File: src/rtl/dma_xfer_pkg.sv
package dma_xfer_pkg;

    typedef enum logic [1:0] {
        MODE_DEMAND  = 2'b00,
        MODE_SINGLE  = 2'b01,
        MODE_BLOCK   = 2'b10,
        MODE_CASCADE = 2'b11
    } xfer_mode_e;

    typedef enum logic [2:0] {
        ST_IDLE     = 3'd0,
        ST_HOLD_REQ = 3'd1,
        ST_WORK     = 3'd2,
        ST_EOP      = 3'd3,
        ST_CASCADE  = 3'd4
    } svc_state_e;

endpackage

File: src/rtl/dma_cur_regs.sv
module dma_cur_regs #(
    parameter int AW = 16,
    parameter int CW = 16
) (
    input  logic          clk,
    input  logic          rst_n,
    input  logic          load_i,
    input  logic [AW-1:0] base_addr_i,
    input  logic [CW-1:0] base_cnt_i,
    input  logic          step_i,
    input  logic          dec_i,
    input  logic          reload_i,
    output logic [AW-1:0] cur_addr_o,
    output logic [CW-1:0] cur_cnt_o,
    output logic          cnt_zero_o
);
    localparam logic [AW-1:0] ADDR_ONE = {{(AW-1){1'b0}}, 1'b1};
    localparam logic [CW-1:0] CNT_ONE  = {{(CW-1){1'b0}}, 1'b1};

    logic [AW-1:0] base_addr_q;
    logic [CW-1:0] base_cnt_q;
    logic [AW-1:0] addr_stepped;

    // Direction picks the adder or the subtractor for the next address.
    assign addr_stepped = dec_i ? (cur_addr_o - ADDR_ONE) : (cur_addr_o + ADDR_ONE);
    assign cnt_zero_o   = (cur_cnt_o == '0);

    always_ff @(posedge clk) begin
        if (!rst_n) begin
            base_addr_q <= '0;
            base_cnt_q  <= '0;
            cur_addr_o  <= '0;
            cur_cnt_o   <= '0;
        end else if (load_i) begin
            base_addr_q <= base_addr_i;
            base_cnt_q  <= base_cnt_i;
            cur_addr_o  <= base_addr_i;
            cur_cnt_o   <= base_cnt_i;
        end else if (reload_i) begin
            cur_addr_o  <= base_addr_q;
            cur_cnt_o   <= base_cnt_q;
        end else if (step_i) begin
            cur_addr_o  <= addr_stepped;
            cur_cnt_o   <= cur_cnt_o - CNT_ONE;
        end
    end

    // one count per accepted transfer, rolling over from zero
    assert_step_count_R3: assert property (@(posedge clk) disable iff (!rst_n)
        (step_i && !load_i && !reload_i) |=> (cur_cnt_o == $past(cur_cnt_o) - CNT_ONE));

    // reload restores the programmed base values
    assert_reload_base_R5: assert property (@(posedge clk) disable iff (!rst_n)
        (reload_i && !load_i) |=> (cur_addr_o == $past(base_addr_q) && cur_cnt_o == $past(base_cnt_q)));

endmodule

File: src/rtl/dma_term_fsm.sv
module dma_term_fsm
    import dma_xfer_pkg::*;
(
    input  logic       clk,
    input  logic       rst_n,
    input  logic [1:0] mode_i,
    input  logic       autoinit_i,
    input  logic       load_i,
    input  logic       dreq_i,
    input  logic       hlda_i,
    input  logic       done_i,
    input  logic       eop_i,
    input  logic       cnt_zero_i,
    output logic       hrq_o,
    output logic       dack_o,
    output logic       step_o,
    output logic       reload_o,
    output logic       eop_o,
    output logic       tc_o,
    output logic       masked_o,
    output logic       cont_o,
    output logic       rel_o
);
    svc_state_e st, st_nx;
    xfer_mode_e md;
    logic       eop_pend;
    logic       fin_w;

    assign md     = xfer_mode_e'(mode_i);
    assign step_o = (st == ST_WORK) && done_i;
    // Service ends on rollover or on an external end-of-process, now or earlier.
    assign fin_w  = cnt_zero_i || eop_pend || eop_i;
    assign cont_o = step_o && !fin_w &&
                    ((md == MODE_BLOCK) || ((md == MODE_DEMAND) && dreq_i));
    assign rel_o  = step_o && !cont_o;
    assign reload_o = (st == ST_EOP) && autoinit_i;

    // Next-state logic
    always_comb begin
        st_nx = st;
        unique case (st)
            ST_IDLE: begin
                if (md == MODE_CASCADE)
                    st_nx = ST_CASCADE;
                else if (dreq_i && !masked_o && !hlda_i)
                    st_nx = ST_HOLD_REQ;
            end
            ST_HOLD_REQ: begin
                if (hlda_i)
                    st_nx = ST_WORK;
            end
            ST_WORK: begin
                if (step_o) begin
                    if (fin_w)
                        st_nx = ST_EOP;
                    else if (!cont_o)
                        st_nx = ST_IDLE;
                end
            end
            ST_EOP: st_nx = ST_IDLE;
            ST_CASCADE: begin
                if (md != MODE_CASCADE)
                    st_nx = ST_IDLE;
            end
            default: st_nx = ST_IDLE;
        endcase
    end

    // State register
    always_ff @(posedge clk) begin
        if (!rst_n)
            st <= ST_IDLE;
        else
            st <= st_nx;
    end

    // Output decode
    always_comb begin
        hrq_o  = 1'b0;
        dack_o = 1'b0;
        eop_o  = 1'b0;
        unique case (st)
            ST_IDLE:     ;
            ST_HOLD_REQ: hrq_o = 1'b1;
            ST_WORK: begin
                hrq_o  = 1'b1;
                dack_o = 1'b1;
            end
            ST_EOP:      eop_o = 1'b1;
            ST_CASCADE: begin
                hrq_o  = dreq_i;
                dack_o = hlda_i;
            end
            default: ;
        endcase
    end

    // Status, mask and pending external end-of-process
    always_ff @(posedge clk) begin
        if (!rst_n) begin
            eop_pend <= 1'b0;
            tc_o     <= 1'b0;
            masked_o <= 1'b0;
        end else begin
            eop_pend <= (st == ST_WORK) && !step_o && (eop_pend || eop_i);
            if (load_i)
                tc_o <= 1'b0;
            else if (step_o && cnt_zero_i)
                tc_o <= 1'b1;
            if (load_i)
                masked_o <= 1'b0;
            else if ((st == ST_EOP) && !autoinit_i)
                masked_o <= 1'b1;
        end
    end

    // the end-of-process pulse lasts one cycle
    assert_eop_one_cycle_R4: assert property (@(posedge clk) disable iff (!rst_n)
        eop_o |=> !eop_o);

    // a terminal count raises status and end-of-process
    assert_tc_reports_R4: assert property (@(posedge clk) disable iff (!rst_n)
        (step_o && cnt_zero_i && !load_i) |=> (tc_o && eop_o));

    // a release drops the hold request
    assert_release_drops_hrq_R6: assert property (@(posedge clk) disable iff (!rst_n)
        rel_o |=> !hrq_o);

    // single mode never keeps the bus
    assert_single_no_continue_R6: assert property (@(posedge clk) disable iff (!rst_n)
        (md == MODE_SINGLE) |-> !cont_o);

    // block mode keeps the acknowledge through a non-final transfer
    assert_block_keeps_dack_R7: assert property (@(posedge clk) disable iff (!rst_n)
        (step_o && md == MODE_BLOCK && !cnt_zero_i && !eop_i && !eop_pend) |=> dack_o);

    // a masked idle channel raises no request
    assert_masked_quiet_R11: assert property (@(posedge clk) disable iff (!rst_n)
        (masked_o && st == ST_IDLE && md != MODE_CASCADE) |=> !hrq_o);

endmodule

File: src/rtl/dma_xfer_ctrl.sv
module dma_xfer_ctrl #(
    parameter int AW = 16,
    parameter int CW = 16
) (
    input  logic          clk,
    input  logic          rst_n,
    input  logic [1:0]    mode,
    input  logic          addr_dec,
    input  logic          autoinit_en,
    input  logic          prog_load,
    input  logic [AW-1:0] prog_addr,
    input  logic [CW-1:0] prog_count,
    input  logic          dreq,
    input  logic          hlda,
    input  logic          xfer_done,
    input  logic          eop_in,
    output logic          hrq,
    output logic          dack,
    output logic          svc_continue,
    output logic          svc_release,
    output logic          eop_out,
    output logic          tc_flag,
    output logic          masked,
    output logic [AW-1:0] cur_addr,
    output logic [CW-1:0] cur_count
);
    logic step_w;
    logic reload_w;
    logic cnt_zero_w;

    dma_cur_regs #(.AW(AW), .CW(CW)) u_regs (
        .clk         (clk),
        .rst_n       (rst_n),
        .load_i      (prog_load),
        .base_addr_i (prog_addr),
        .base_cnt_i  (prog_count),
        .step_i      (step_w),
        .dec_i       (addr_dec),
        .reload_i    (reload_w),
        .cur_addr_o  (cur_addr),
        .cur_cnt_o   (cur_count),
        .cnt_zero_o  (cnt_zero_w)
    );

    dma_term_fsm u_fsm (
        .clk        (clk),
        .rst_n      (rst_n),
        .mode_i     (mode),
        .autoinit_i (autoinit_en),
        .load_i     (prog_load),
        .dreq_i     (dreq),
        .hlda_i     (hlda),
        .done_i     (xfer_done),
        .eop_i      (eop_in),
        .cnt_zero_i (cnt_zero_w),
        .hrq_o      (hrq),
        .dack_o     (dack),
        .step_o     (step_w),
        .reload_o   (reload_w),
        .eop_o      (eop_out),
        .tc_o       (tc_flag),
        .masked_o   (masked),
        .cont_o     (svc_continue),
        .rel_o      (svc_release)
    );

endmodule

File: config.mk
export PLATFORM = sky130hd
export DESIGN_NAME = dma_xfer_ctrl
export DESIGN_NICKNAME = d
export VERILOG_FILES = /design/src/rtl/dma_xfer_pkg.sv /design/src/rtl/dma_cur_regs.sv /design/src/rtl/dma_term_fsm.sv /design/src/rtl/dma_xfer_ctrl.sv
export SDC_FILE = /design/constraint.sdc
export NUM_CORES = 1
export LEC_CHECK = 0
export ABC_AREA = 1
export CELL_PAD_IN_SITES_DETAIL_PLACEMENT = 2
export CELL_PAD_IN_SITES_GLOBAL_PLACEMENT = 2
export CORE_MARGIN = 2
export CORE_UTILIZATION = 29
export CTS_BUF_LIST = sky130_fd_sc_hd__clkbuf_8
export DETAILED_ROUTE_END_ITERATION = 16
export GPL_TIMING_DRIVEN = 0
export HOLD_SLACK_MARGIN = 0.08
export PLACE_DENSITY = 0.89
export SKIP_LAST_GASP = 1
export SYNTH_ARGS = -nofsm -noshare
export SYNTH_HDL_FRONTEND = slang
export SYNTH_SLANG_ARGS = --single-unit
File: constraint.sdc
create_clock -name clk -period 2.5 [get_ports clk]
set_clock_uncertainty 0.05 [all_clocks]
set_input_delay 0.75 -clock clk [delete_from_list [all_inputs] [get_ports clk]]
set_output_delay 0.75 -clock clk [all_outputs]
set_load 0.02 [all_outputs]
# [Word-level counts from Yosys, hierarchy flattened]
# Index checks and enable logic that the tools add are counted.
[totals] mem_bits_rw=0 ff_bits=70 memories=0 input_bits=43 output_inout_bits=39 latchBits=0 rom_bits=0 wordCells=71
[op_classes] magnitude_cmp=0 div=0 mux=18 reduce_logical=29 n_mul=0 add_sub_neg=3 eq_ne=12 shift=0 bitwise=1
[op_table] operator="16-bit two-way mux" count=7
[op_table] operator="16-bit by 1-bit subtractor with 16-bit output, second input constant" count=2
[op_table] operator="3-bit two-way mux" count=7
[op_table] operator="16-bit by 1-bit adder with 16-bit output, second input constant" count=1
[op_table] operator="16-bit logical NOT" count=1
[op_table] operator="1-bit logical AND" count=12
[op_table] operator="3-bit one-hot mux with 4 select lines" count=1
[op_table] operator="3-bit by 2-bit equality test with 1-bit output, second input constant" count=2
[op_table] operator="1-bit logical NOT" count=6
[op_table] operator="5-bit AND reduction" count=1
[op_table] operator="2-bit equality test, second input constant" count=2
[op_table] operator="1-bit logical OR" count=4
[op_table] operator="2-bit by 1-bit inequality test with 1-bit output, second input constant" count=2
[op_table] operator="2-bit inequality test, second input constant" count=2
[op_table] operator="1-bit one-hot mux with 2 select lines" count=2
[op_table] operator="2-bit OR reduction" count=2
[op_table] operator="3-bit by 1-bit equality test with 1-bit output, second input constant" count=1
[op_table] operator="3-bit equality test, second input constant" count=1
[op_table] operator="3-bit logical NOT" count=1
[op_table] operator="3-bit by 1-bit inequality test with 1-bit output, second input constant" count=1
[op_table] operator="3-bit inequality test, second input constant" count=1
[op_table] operator="3-bit nonzero test" count=1
[op_table] operator="2-bit logical NOT" count=1
[op_table] operator="1-bit two-way mux" count=1
[op_table] operator="1-bit inverter" count=1

# [Logic depth before layout (Yosys ltp)]
# Gate-level depths: netlist of the first run.
[depth] word_depth=10 mapped_depth=11 mapped_depth_nobuf=11

# [Hierarchy]
# From an unflattened synthesis of the first run, not the netlist that was laid out.
[unflattened] hier_cells=665 area_unflattened_um2=4316.6
[by_module_without_submodules] mod="dma_cur_regs" area_each_um2=3880.0 cells_each=595 n_inst=1 seq_area_each_um2=1281.2
[by_module_without_submodules] mod="dma_term_fsm" area_each_um2=436.7 cells_each=70 n_inst=1 seq_area_each_um2=120.1

# [Worst setup path before layout of the first run]
# OpenSTA, ideal clock, no wires.
[synth_timing] path_kind="flip-flop to output port" from="reg u_regs.cur_cnt_o[0]" to="out svc_release" path_slack_ns=0.146 arrival_ns=1.554 t_required_ns=1.700 path_buffers=0 path_stages_with_launch=9 cell_sequence="dfxtp_1 inv_1 ha_1 nand2_1 nor2_1 nand2_1 nand4_1 inv_1 nor2_1"
[synth_between] elab_chain_len=8
[synth_lines] item="start, declared" line="dma_cur_regs.sv:14" source="output logic [CW-1:0] cur_cnt_o,"
[synth_lines] item="start signal, assigned" line="dma_cur_regs.sv:38" source="cur_cnt_o <= base_cnt_i;"
[synth_lines] item="start signal, assigned" line="dma_cur_regs.sv:41" source="cur_cnt_o <= base_cnt_q;"
[synth_lines] item="start signal, assigned" line="dma_cur_regs.sv:44" source="cur_cnt_o <= cur_cnt_o - CNT_ONE;"
[synth_lines] item="16-bit logical NOT" line="dma_cur_regs.sv:26" source="assign cnt_zero_o = (cur_cnt_o == '0);"
[synth_lines] item="1-bit logical OR (2 in series)" line="dma_term_fsm.sv:32" source="assign fin_w = cnt_zero_i || eop_pend || eop_i;"
[synth_lines] item="1-bit logical NOT" line="dma_term_fsm.sv:33" source="assign cont_o = step_o && !fin_w &&"
[synth_lines] item="1-bit logical AND (2 in series)" line="dma_term_fsm.sv:33"
[synth_lines] item="named net svc_continue" line="dma_xfer_ctrl.sv:19" source="output logic svc_continue,"
[synth_lines] item="1-bit logical NOT" line="dma_term_fsm.sv:35" source="assign rel_o = step_o && !cont_o;"
[synth_lines] item="1-bit logical AND" line="dma_term_fsm.sv:35"
[synth_lines] item="end, declared" line="dma_xfer_ctrl.sv:20" source="output logic svc_release,"
# The timed path passes the listed nets, and every way through them passes these cells.

# [Final worst setup path of the first run]
[layout_timing] from="reg u_regs.cur_cnt_o[4]" to="out svc_release"
[layout_between] elab_chain_len=8
[layout_lines] item="16-bit logical NOT" line="dma_cur_regs.sv:26"
[layout_lines] item="1-bit logical OR (2 in series)" line="dma_term_fsm.sv:32"
[layout_lines] item="1-bit logical NOT" line="dma_term_fsm.sv:33"
[layout_lines] item="1-bit logical AND (2 in series)" line="dma_term_fsm.sv:33"
[layout_lines] item="1-bit logical NOT" line="dma_term_fsm.sv:35"
[layout_lines] item="1-bit logical AND" line="dma_term_fsm.sv:35"
# Every way passes these cells.

==> results by group, run 1 <==
Status
  • Status: finished, violations left
  • Failing checks: negative setup slack

Cells and area
  • Fin area: 5510 sq um
  • Area Growth Syn to Fin: 31.2%
  • Ant diodes: 0
  • Final #Nets: 811
  • Layout cells sized above 1: 8.45%
  • Final core utilization: 38.4%

Synth
  • Most frequent cell after synthesis: nand2_1
  • Synth cell count leaders: 168 x nand2_1, 72 x inv_1, 70 x dfxtp_1, 64 x o21ai_0, 60 x a21oi_1
  • Number of flops mapped to enable cells by yosys: 0
  • Asr flop ratio synth: 0%
  • Syn Inst Count: 652
  • Cell variety after synth: 33
  • Mapped Area: 4200 sq um
  • Synth warnings: 0
  • Net Count, Synth: 711
  • Syn avg cell area: 6.45 sq um
  • Prevailing post-synth register cell: dfxtp_1
  • Yosys top cell area share: 33.3%
  • Yosys top cell by area: dfxtp_1
  • Post-synthesis sequential area ratio: 33.3%
  • Area contributors post-synth: dfxtp_1 33%, nand2_1 15%, o21ai_0 7.6%
  • Number of synthesized register bits: 70

Worst setup path
  • Startpoint Class: register
  • Number of buffer and inverter stages on the critical path: 2
  • CP top delay family: simple AND/OR/NAND/NOR gates
  • Reg-to-reg endpoint: u_regs.cur_cnt_o[2]
  • Slowest stage delay, CP: 0.41 ns
  • Critical path arrival: 1.73 ns
  • Reg2Reg Depth: 7
  • Worst-path fanout max: 7
  • Critical-path cell list: nor2_2 > nand2_1 > nor2_4 > nand2_2 > nand4_1 > inv_1 > nor2_1 > buf_4
  • Reg-to-reg setup timing slack: 0.44 ns
  • WS Path Type: register to output pin
  • Kind of end point of the critical path: output pin
  • CP max-delay cell: dfxtp_1
  • Data required time of the worst path: 1.70 ns
  • FF-to-FF Start: u_fsm.st[0]

Floorplanning
  • Die Y: 124 um
  • Core ar.: 14400 sq um
  • Die footprint: 15500 sq um
  • Io pins: 82
  • Num rows: 44
  • Die X: 124 um
  • Initial Utilization: 29.3%

Power and ir drop
  • Pwr dens: 611 nW/um^2
  • Maximum VDD drop: 319 uV
  • Leak pwr: 2.50 nW
  • Final Power: 3.37 mW

GRT
  • Vias in the first global route: 5536
  • GRT overflow: 0
  • Initial antenna violation count: 0
  • Overall routing resource usage: 24.3%
  • Largest net degree at the start of global routing: 17
  • First-pass GRT wire length: 30000 um

Clock network
  • Clock Sinks: 70
  • CTS tree: done
  • Worst-Skew Late Latency: 0.37 ns
  • Maximum clock path buffer count: 2
  • Reg clk slew, reported paths: 0.08 ns
  • H-tree depth: 3
  • Clk Tree Root Cell: clkbuf_8
  • TritonCTS Buffers: 9
  • Hold Buf Count CTS: 0

Drt
  • Vias: 5017
  • Pre-Repair DR Iteration Count: 4
  • Initial drt markers: 164
  • Avg WL per Cell: 20.2 um
  • Drt total wl: 19000 um
  • Routed Antenna Nets: 0
  • Drt via density: 5.33
  • Drt drc: 0

STA
  • Worst-margin pin slew: 0.735 ns
  • Slew margin rel.: 51.0%
  • Crit path time final: 2.53 ns
  • Highest Clock Rate: 395 MHz
  • Setup ws final: -0.0314 ns
  • Final setup viols: 1
  • RSZ-0062 raised after global routing: true
  • Final worst path period share: 101%
  • Final hold vios: 0
  • Post-route setup TNS: -0.0314 ns
  • Final Max Tran Viols: 0

Job
  • Max_cap viols: 0

Placed design
  • Placed wire-length estimate: 14000 um
  • Port Buffer Count: 81
  • Final GP Congestion: 0.837
  • Placed inst area: 5250 sq um

Worst hold path
  • Hold Path Class: register to register
  • Worst hold start: u_regs.base_addr_q[8]
  • Min-Delay Endpoint: u_regs.base_addr_q[8]
  • WHS Path Cells: 2
==> layer usage <==
metal,up-vias,global-route usage (%),part of all wire [%]
met5,-,0,0
met4,0,9.05,2.4
met3,36,3.57,4.4
met2,125,44.5,52
met1,2501,28.6,41
li1,2355,-,-
==> logic make-up (layout without fill, tap and decap cells) <==
logic type	count (synthesis)	in the layout	share of synthesized area, %
AOI/OAI and AO/OA	168	168	21.3
buffers and inverters	105	210	10.1
and+or+nand+nor	282	282	28.0
DFF	70	70	33.3
adders and majority gates	16	16	4.94
xor gates and xnor gates	11	11	2.29
==> placed cells by master (no fill, tap or decap), drive strengths merged <==
cell	instances
nand2	171
inv	79
o21ai	79
clkdlybuf4s50	71
dfxtp	70
a21oi	60
nand3	47
nor2	45
clkbuf	27
buf	22
a31oi	15
ha	15
xor2	8
nor3	8
nand4	7
dlygate4sd2	5
o22ai	4
a22o	3
xnor2	3
clkinv	3
o211ai	2
nand3b	2
o21bai	1
nor4	1
o31ai	1
or2	1
a21boi	1
o21ba	1
a211oi	1
fa	1
bufinv	1
clkinvlp	1
clkdlybuf4s15	1
==> state kept, by name (all words and copies together) (netlist names) <==
| name | count |
|---|---|
| u_fsm.eop_pend | 1 |
| u_fsm.masked_o | 1 |
| u_fsm.st | 3 |
| u_fsm.tc_o | 1 |
| u_regs.base_addr_q | 16 |
| u_regs.base_cnt_q | 16 |
| u_regs.cur_addr_o | 16 |
| u_regs.cur_cnt_o | 16 |
==> worst max path at each step <==
stage / from / cells past startpoint / slack (ns) / to
finish: u_regs.cur_cnt_o[4] / 8 / -0.03 / svc_release
global route: u_regs.cur_cnt_o[10] / 8 / -0.15 / svc_release
global placement: xfer_done / 6 / -0.84 / svc_continue
detailed placement: xfer_done / 6 / -0.91 / svc_continue
CTS: u_regs.cur_cnt_o[1] / 9 / 0.002 / svc_release
floorplan: u_regs.cur_cnt_o[0] / 8 / 0.15 / svc_release
==> what timing repair did <==
| action | 4_1_cts | 5_1_grt |
|---|---|---|
| hold endpoints to repair | 0 | 0 |
| setup buffers | 6 | 2 |
| gates resized for setup | 32 | 18 |
| endpoints found under the setup margin | 28 | 20 |
| pin swaps | 4 | 4 |
==> worst min-delay path, delay by kind of cell, from the launching register on <==
kind | cells | cell delay, ns
AO/OA/AOI/OAI | 1 | 0.07
buffers and inverters | 1 | 0.05
flip-flops | 1 | 0.30
==> power by group <==
group	internal, mW	total, mW	switching [mW]
clock network	0.447	0.902	0.455
logic	0.440	1.16	0.725
registers	1.21	1.30	0.0993
==> final cells by class <==
| class | instances | area [sq um] |
|---|---|---|
| sequential | 70 | 1410 |
| buffer | 28 | 144 |
| multi-input combinational | 477 | 2410 |
| clock inverter | 7 | 58.8 |
| tap | 184 | 230 |
| timing repair buffer | 89 | 850 |
| fill | 1745 | 8850 |
| inverter | 77 | 289 |
| clock buffer | 9 | 124 |
==> stage by stage <==
step                      setup slack (ns)  std cells  hold slack [ns]
after global routing                -0.146        941            0.461
after CTS                          0.00203        939            0.432
final                              -0.0314        941            0.429
after detailed placement            -0.911        917            0.416
after global placement              -0.842        917            0.400
after floorplan                      0.146        652            0.391
No activity file was read; power rests on OpenSTA's default activity.
==> run 2, diff against run 1 <==
--- a/config.mk
+++ b/config.mk
@@ -8,13 +8,13 @@
 export ABC_AREA = 1
 export CELL_PAD_IN_SITES_DETAIL_PLACEMENT = 2
 export CELL_PAD_IN_SITES_GLOBAL_PLACEMENT = 2
-export CORE_MARGIN = 2
-export CORE_UTILIZATION = 29
+export CORE_UTILIZATION = 35
 export CTS_BUF_LIST = sky130_fd_sc_hd__clkbuf_8
 export DETAILED_ROUTE_END_ITERATION = 16
+export DONT_BUFFER_PORTS = 1
 export GPL_TIMING_DRIVEN = 0
 export HOLD_SLACK_MARGIN = 0.08
-export PLACE_DENSITY = 0.89
+export PLACE_DENSITY = 0.88
 export SKIP_LAST_GASP = 1
 export SYNTH_ARGS = -nofsm -noshare
 export SYNTH_HDL_FRONTEND = slang
==> run 2 against run 1 <==
The run ends with design-rule violations, negative setup slack left. Total power shrank 1.5%. Register-to-register slack got worse by 0.30 ns. Combinational power shrank 18%. Worst hold slack better by 0.0033 ns. Clock-buffer cell count is 2 higher. Clock power rose by 8.3%. Fmax rose by 0.13%. First-iteration DRC count is 55% higher. Via count decreased by 4.0%. Critical endpoint unchanged.
==> results by group, run 2 (synthesis results as in run 1) <==
Power and ir drop
  • Maximum VDD drop: 443 uV
  • Final Power: 3.32 mW
  • Pwr dens: 688 nW/um^2
  • Leak pwr: 2.23 nW

GRT
  • Largest net degree at the start of global routing: 17
  • Vias in the first global route: 5444
  • GRT overflow: 0
  • Initial antenna violation count: 0
  • Overall routing resource usage: 30.7%
  • First-pass GRT wire length: 29200 um

Clock network
  • Maximum clock path buffer count: 2
  • Worst-Skew Late Latency: 0.38 ns
  • CTS tree: done
  • Clock Sinks: 70
  • Clk Tree Root Cell: clkbuf_8
  • H-tree depth: 3
  • Reg clk slew, reported paths: 0.08 ns
  • Hold Buf Count CTS: 0
  • TritonCTS Buffers: 9

Cells and area
  • Layout Cells excl Fill: 824
  • Most common cell after layout, fill and taps aside: nand2_1
  • Final core utilization: 41.7%
  • Fin area: 4820 sq um
  • Layout cells sized above 1: 12.5%
  • Ant diodes: 0
  • Final #Nets: 735
  • Commonest cells after routing, fill and taps aside: 166 x nand2_1, 69 x inv_1, 64 x o21ai_0, 60 x a21oi_1, 53 x dfxtp_1
  • Area Growth Syn to Fin: 14.7%

Status
  • Failing checks: design-rule violations, negative setup slack
  • Status: finished, violations left

Worst hold path
  • Hold Path Class: register to register

STA
  • Final setup viols: 1
  • Highest Clock Rate: 396 MHz
  • Final Max Tran Viols: 0
  • Crit path time final: 2.53 ns
  • Post-route setup TNS: -0.0281 ns
  • Slew margin rel.: 46.4%
  • Final worst path period share: 101%
  • Final hold vios: 0
  • RSZ-0062 raised after global routing: true
  • Worst-margin pin slew: 0.804 ns
  • Setup ws final: -0.0281 ns
  • Worst Hold Margin: 0.432 ns

Floorplanning
  • Die footprint: 12500 sq um
  • Core ar.: 11600 sq um
  • Initial Utilization: 36.4%
  • Num rows: 39
  • Die X: 112 um
  • Die Y: 112 um
  • Io pins: 82

Job
  • Max_cap viols: 0

Placed design
  • Placed wire-length estimate: 13000 um
  • Final GP Congestion: 0.883
  • Dpl ws: -0.174 ns
  • DP Cell Count: 795
  • Placed inst area: 4380 sq um
  • Port Buffer Count: 0

Worst setup path
  • Reg-to-reg setup timing slack: 0.14 ns
  • WS Path Type: register to output pin
  • Kind of end point of the critical path: output pin
  • Data required time of the worst path: 1.70 ns
  • Critical path arrival: 1.73 ns
  • Worst-path fanout max: 6
  • Startpoint Class: register

Drt
  • Vias: 4816
  • Avg WL per Cell: 23.6 um
  • Drt via density: 5.84
  • Pre-Repair DR Iteration Count: 12
  • Drt drc: 1
  • Drt total wl: 19500 um
  • Routed Antenna Nets: 0
  • Initial drt markers: 254
## run 2: routing by layer
layer  up-vias  part of all wire (%)  wire length, um  global-route usage [%]
li1       2206                     -                -                       -
met1      2396                    38             7370                    31.4
met2       160                    53            10400                    59.0
met3        54                   5.3             1040                    6.59
met4         0                   3.7              725                    14.5
met5         -                     0                0                       0
## run 2: timing repair
action,4_1_cts,5_1_grt
endpoints found under the setup margin,2,3
resized for setup,45,10
pin swaps,5,8
buffers inserted,9,5
## run 2: final timing paths
kind	cells past startpoint	endpoint	from
setup reg to reg	16	u_fsm.st[1]	u_regs.cur_cnt_o[0]
setup / recovery	7	svc_release	u_regs.cur_cnt_o[6]
hold reg to reg	2	u_regs.base_cnt_q[5]	u_regs.base_cnt_q[5]
hold / removal	2	u_regs.base_cnt_q[5]	u_regs.base_cnt_q[5]
## run 2: cell type report
| cell class | count | area (sq um) |
|---|---|---|
| fillers | 1418 | 6740 |
| repair buffers | 13 | 97.6 |
| flip-flops and latches | 70 | 1440 |
| well taps | 143 | 179 |
| clock inverters | 5 | 48.8 |
| clock buffers | 11 | 151 |
| plain buffers | 28 | 138 |
| multi-input cells | 477 | 2470 |
| inverters | 77 | 294 |
## run 2: power breakdown
part | internal (mW) | switching, mW
Sequential | 1.21 | 0.178
Combinational | 0.310 | 0.644
Clock | 0.507 | 0.471
## run 2: worst max-delay path, stage by stage (launching register included)
cell and delay (ns):
dfxtp_4 0.39, nor2_4 0.18, nand2_1 0.12, nor2_4 0.14, nand2_4 0.09, nand4_1 0.15, inv_2 0.11, nor2_4 0.16
==> run 3, diff against run 2 <==
--- a/config.mk
+++ b/config.mk
@@ -6,6 +6,7 @@
 export NUM_CORES = 1
 export LEC_CHECK = 0
 export ABC_AREA = 1
+export CAP_MARGIN = 5
 export CELL_PAD_IN_SITES_DETAIL_PLACEMENT = 2
 export CELL_PAD_IN_SITES_GLOBAL_PLACEMENT = 2
 export CORE_UTILIZATION = 35
==> constraint.sdc (replaced) <==
create_clock -name clk -period 2.35 [get_ports clk]
set_clock_uncertainty 0.05 [all_clocks]
set_input_delay 0.705 -clock clk [delete_from_list [all_inputs] [get_ports clk]]
set_output_delay 0.705 -clock clk [all_outputs]
set_load 0.02 [all_outputs]
==> run 3 against run 2 <==
The flow still finishes with violations (design-rule violations, negative setup slack). Setup slack lost 0.035 ns. Critical endpoint unchanged. Cell area up 1.4%. Wire length rose by 4.7%. Largest power group unchanged. Worst hold slack about the same.
==> results by group, run 3 (synthesis results as in run 1) <==
STA
  • Final Max Tran Viols: 0
  • RSZ-0062 raised after global routing: true
  • Worst-margin pin slew: 0.836 ns
  • Slew margin rel.: 44.3%
  • Setup ws final: -0.0635 ns
  • Final hold vios: 0
  • Worst Hold Margin: 0.432 ns
  • Crit path time final: 2.41 ns
  • Final worst path period share: 103%
  • Highest Clock Rate: 414 MHz
  • Final setup viols: 1

Floorplanning
  • Die X: 112 um
  • Core ar.: 11600 sq um
  • Io pins: 82
  • Die footprint: 12500 sq um
  • Die Y: 112 um
  • Num rows: 39
  • Initial Utilization: 36.4%

Drt
  • Routed Antenna Nets: 0
  • Vias: 4981
  • Pre-Repair DR Iteration Count: 11
  • Drt drc: 1
  • Avg WL per Cell: 24.7 um
  • Drt total wl: 20400 um
  • Drt via density: 6.02
  • Initial drt markers: 279

Placed design
  • Dpl ws: -0.279 ns
  • Port Buffer Count: 0
  • Final GP Congestion: 0.883
  • Placed wire-length estimate: 13000 um

GRT
  • Initial antenna violation count: 0
  • Vias in the first global route: 5752
  • First-pass GRT wire length: 31600 um
  • Largest net degree at the start of global routing: 17
  • GRT overflow: 0
  • Overall routing resource usage: 33.3%

Worst setup path
  • Reg2Reg Depth: 16
  • Critical path arrival: 1.66 ns
  • WS Path Type: register to output pin
  • Worst-path fanout max: 3
  • Startpoint Class: register
  • Reg-to-reg endpoint: u_fsm.st[0]
  • FF-to-FF Start: u_regs.cur_cnt_o[0]
  • Kind of end point of the critical path: output pin
  • Reg-to-reg setup timing slack: 0.10 ns
  • Data required time of the worst path: 1.59 ns

Clock network
  • Reg clk slew, reported paths: 0.08 ns
  • Hold Buf Count CTS: 0
  • Worst-Skew Late Latency: 0.38 ns
  • TritonCTS Buffers: 9
  • Maximum clock path buffer count: 2
  • Clock Sinks: 70
  • H-tree depth: 3
  • Clk Tree Root Cell: clkbuf_8
  • CTS tree: done

Cells and area
  • Most common cell after layout, fill and taps aside: nand2_1
  • Layout cells sized above 1: 13.7%
  • Final #Nets: 738
  • Area Growth Syn to Fin: 16.3%
  • Ant diodes: 0
  • Commonest cells after routing, fill and taps aside: 163 x nand2_1, 69 x inv_1, 64 x o21ai_0, 60 x a21oi_1, 51 x dfxtp_1

Worst hold path
  • Worst hold start: u_regs.base_cnt_q[5]
  • Min-Delay Endpoint: u_regs.base_cnt_q[5]
  • WHS Path Cells: 2
  • Hold Path Class: register to register

Status
  • Failing checks: design-rule violations, negative setup slack
  • Status: finished, violations left

Job
  • Max_cap viols: 0

Power and ir drop
  • Leak pwr: 2.25 nW
  • Maximum VDD drop: 612 uV
  • Pwr dens: 734 nW/um^2
==> run 3: changes by cell type in the layout (fill, tap and decap cells not counted) <==
cell / change
buf_4: +3
clkbuf_1: -1
nand2_1: -3
dfxtp_2: -5
clkbuf_2: +1
dfxtp_1: -2
dfxtp_4: +7
nand2_2: +3
nor2_4: +3
nor2_2: -3
==> run 3: area by class of cell <==
cell class | count | area [sq um]
inverters | 77 | 294
well taps | 143 | 179
flip-flops and latches | 70 | 1460
clock inverters | 5 | 48.8
repair buffers | 16 | 120
fillers | 1403 | 6680
plain buffers | 28 | 139
multi-input cells | 477 | 2500
clock buffers | 11 | 151
==> run 3: worst max-delay path, stage by stage (launching register included) <==
cell     delay [ns]
dfxtp_4        0.39
inv_4          0.08
ha_4           0.15
nand2_4        0.05
nor2_4         0.14
nand2_4        0.08
nand4_1        0.14
inv_2          0.10
nor2_4         0.15
==> run 3: layer usage <==
metal	GRT usage, %	vias to the layer above	share of wire, %
met4	19.2	0	3.8
li1	-	2215	-
met2	62.3	191	54
met1	34.6	2508	38
met5	0	-	0
met3	6.31	67	5.1
==> run 3: power by group <==
group | switching, mW | internal (mW)
Combinational | 0.710 | 0.347
Sequential | 0.195 | 1.29
Clock | 0.512 | 0.540
Total | 1.42 | 2.17
==> run 3: worst max-delay path by stage <==
| stage | startpoint | endpoint |
|---|---|---|
| floorplan | u_regs.cur_cnt_o[0] | svc_release |
| global placement | u_regs.cur_cnt_o[0] | svc_release |
| detailed placement | u_regs.cur_cnt_o[0] | svc_release |
| CTS | u_regs.cur_cnt_o[1] | svc_release |
| global route | u_regs.cur_cnt_o[4] | svc_release |
| finish | u_regs.cur_cnt_o[0] | svc_release |
==> run 3: what timing repair did <==
action                     4_1_cts  5_1_grt
setup buffers                   14        3
setup endpoints to repair        2       13
pin swaps                       11       10
gates resized for setup         57       15
==> run 3: metrics by stage <==
stage          util, %  power [mW]  cells  cell area, sq um  setup TNS (ns)
6_report          42.3        3.59    827              4890         -0.0635
5_1_grt           42.3        3.74    827              4890          -0.105
4_1_cts           41.8        3.47    825              4830         -0.0481
3_5_place_dp      37.9        2.37    795              4380          -0.891
3_3_place_gp      37.9        2.30    795              4380          -0.213
2_1_floorplan        -        2.09    652              4200               0
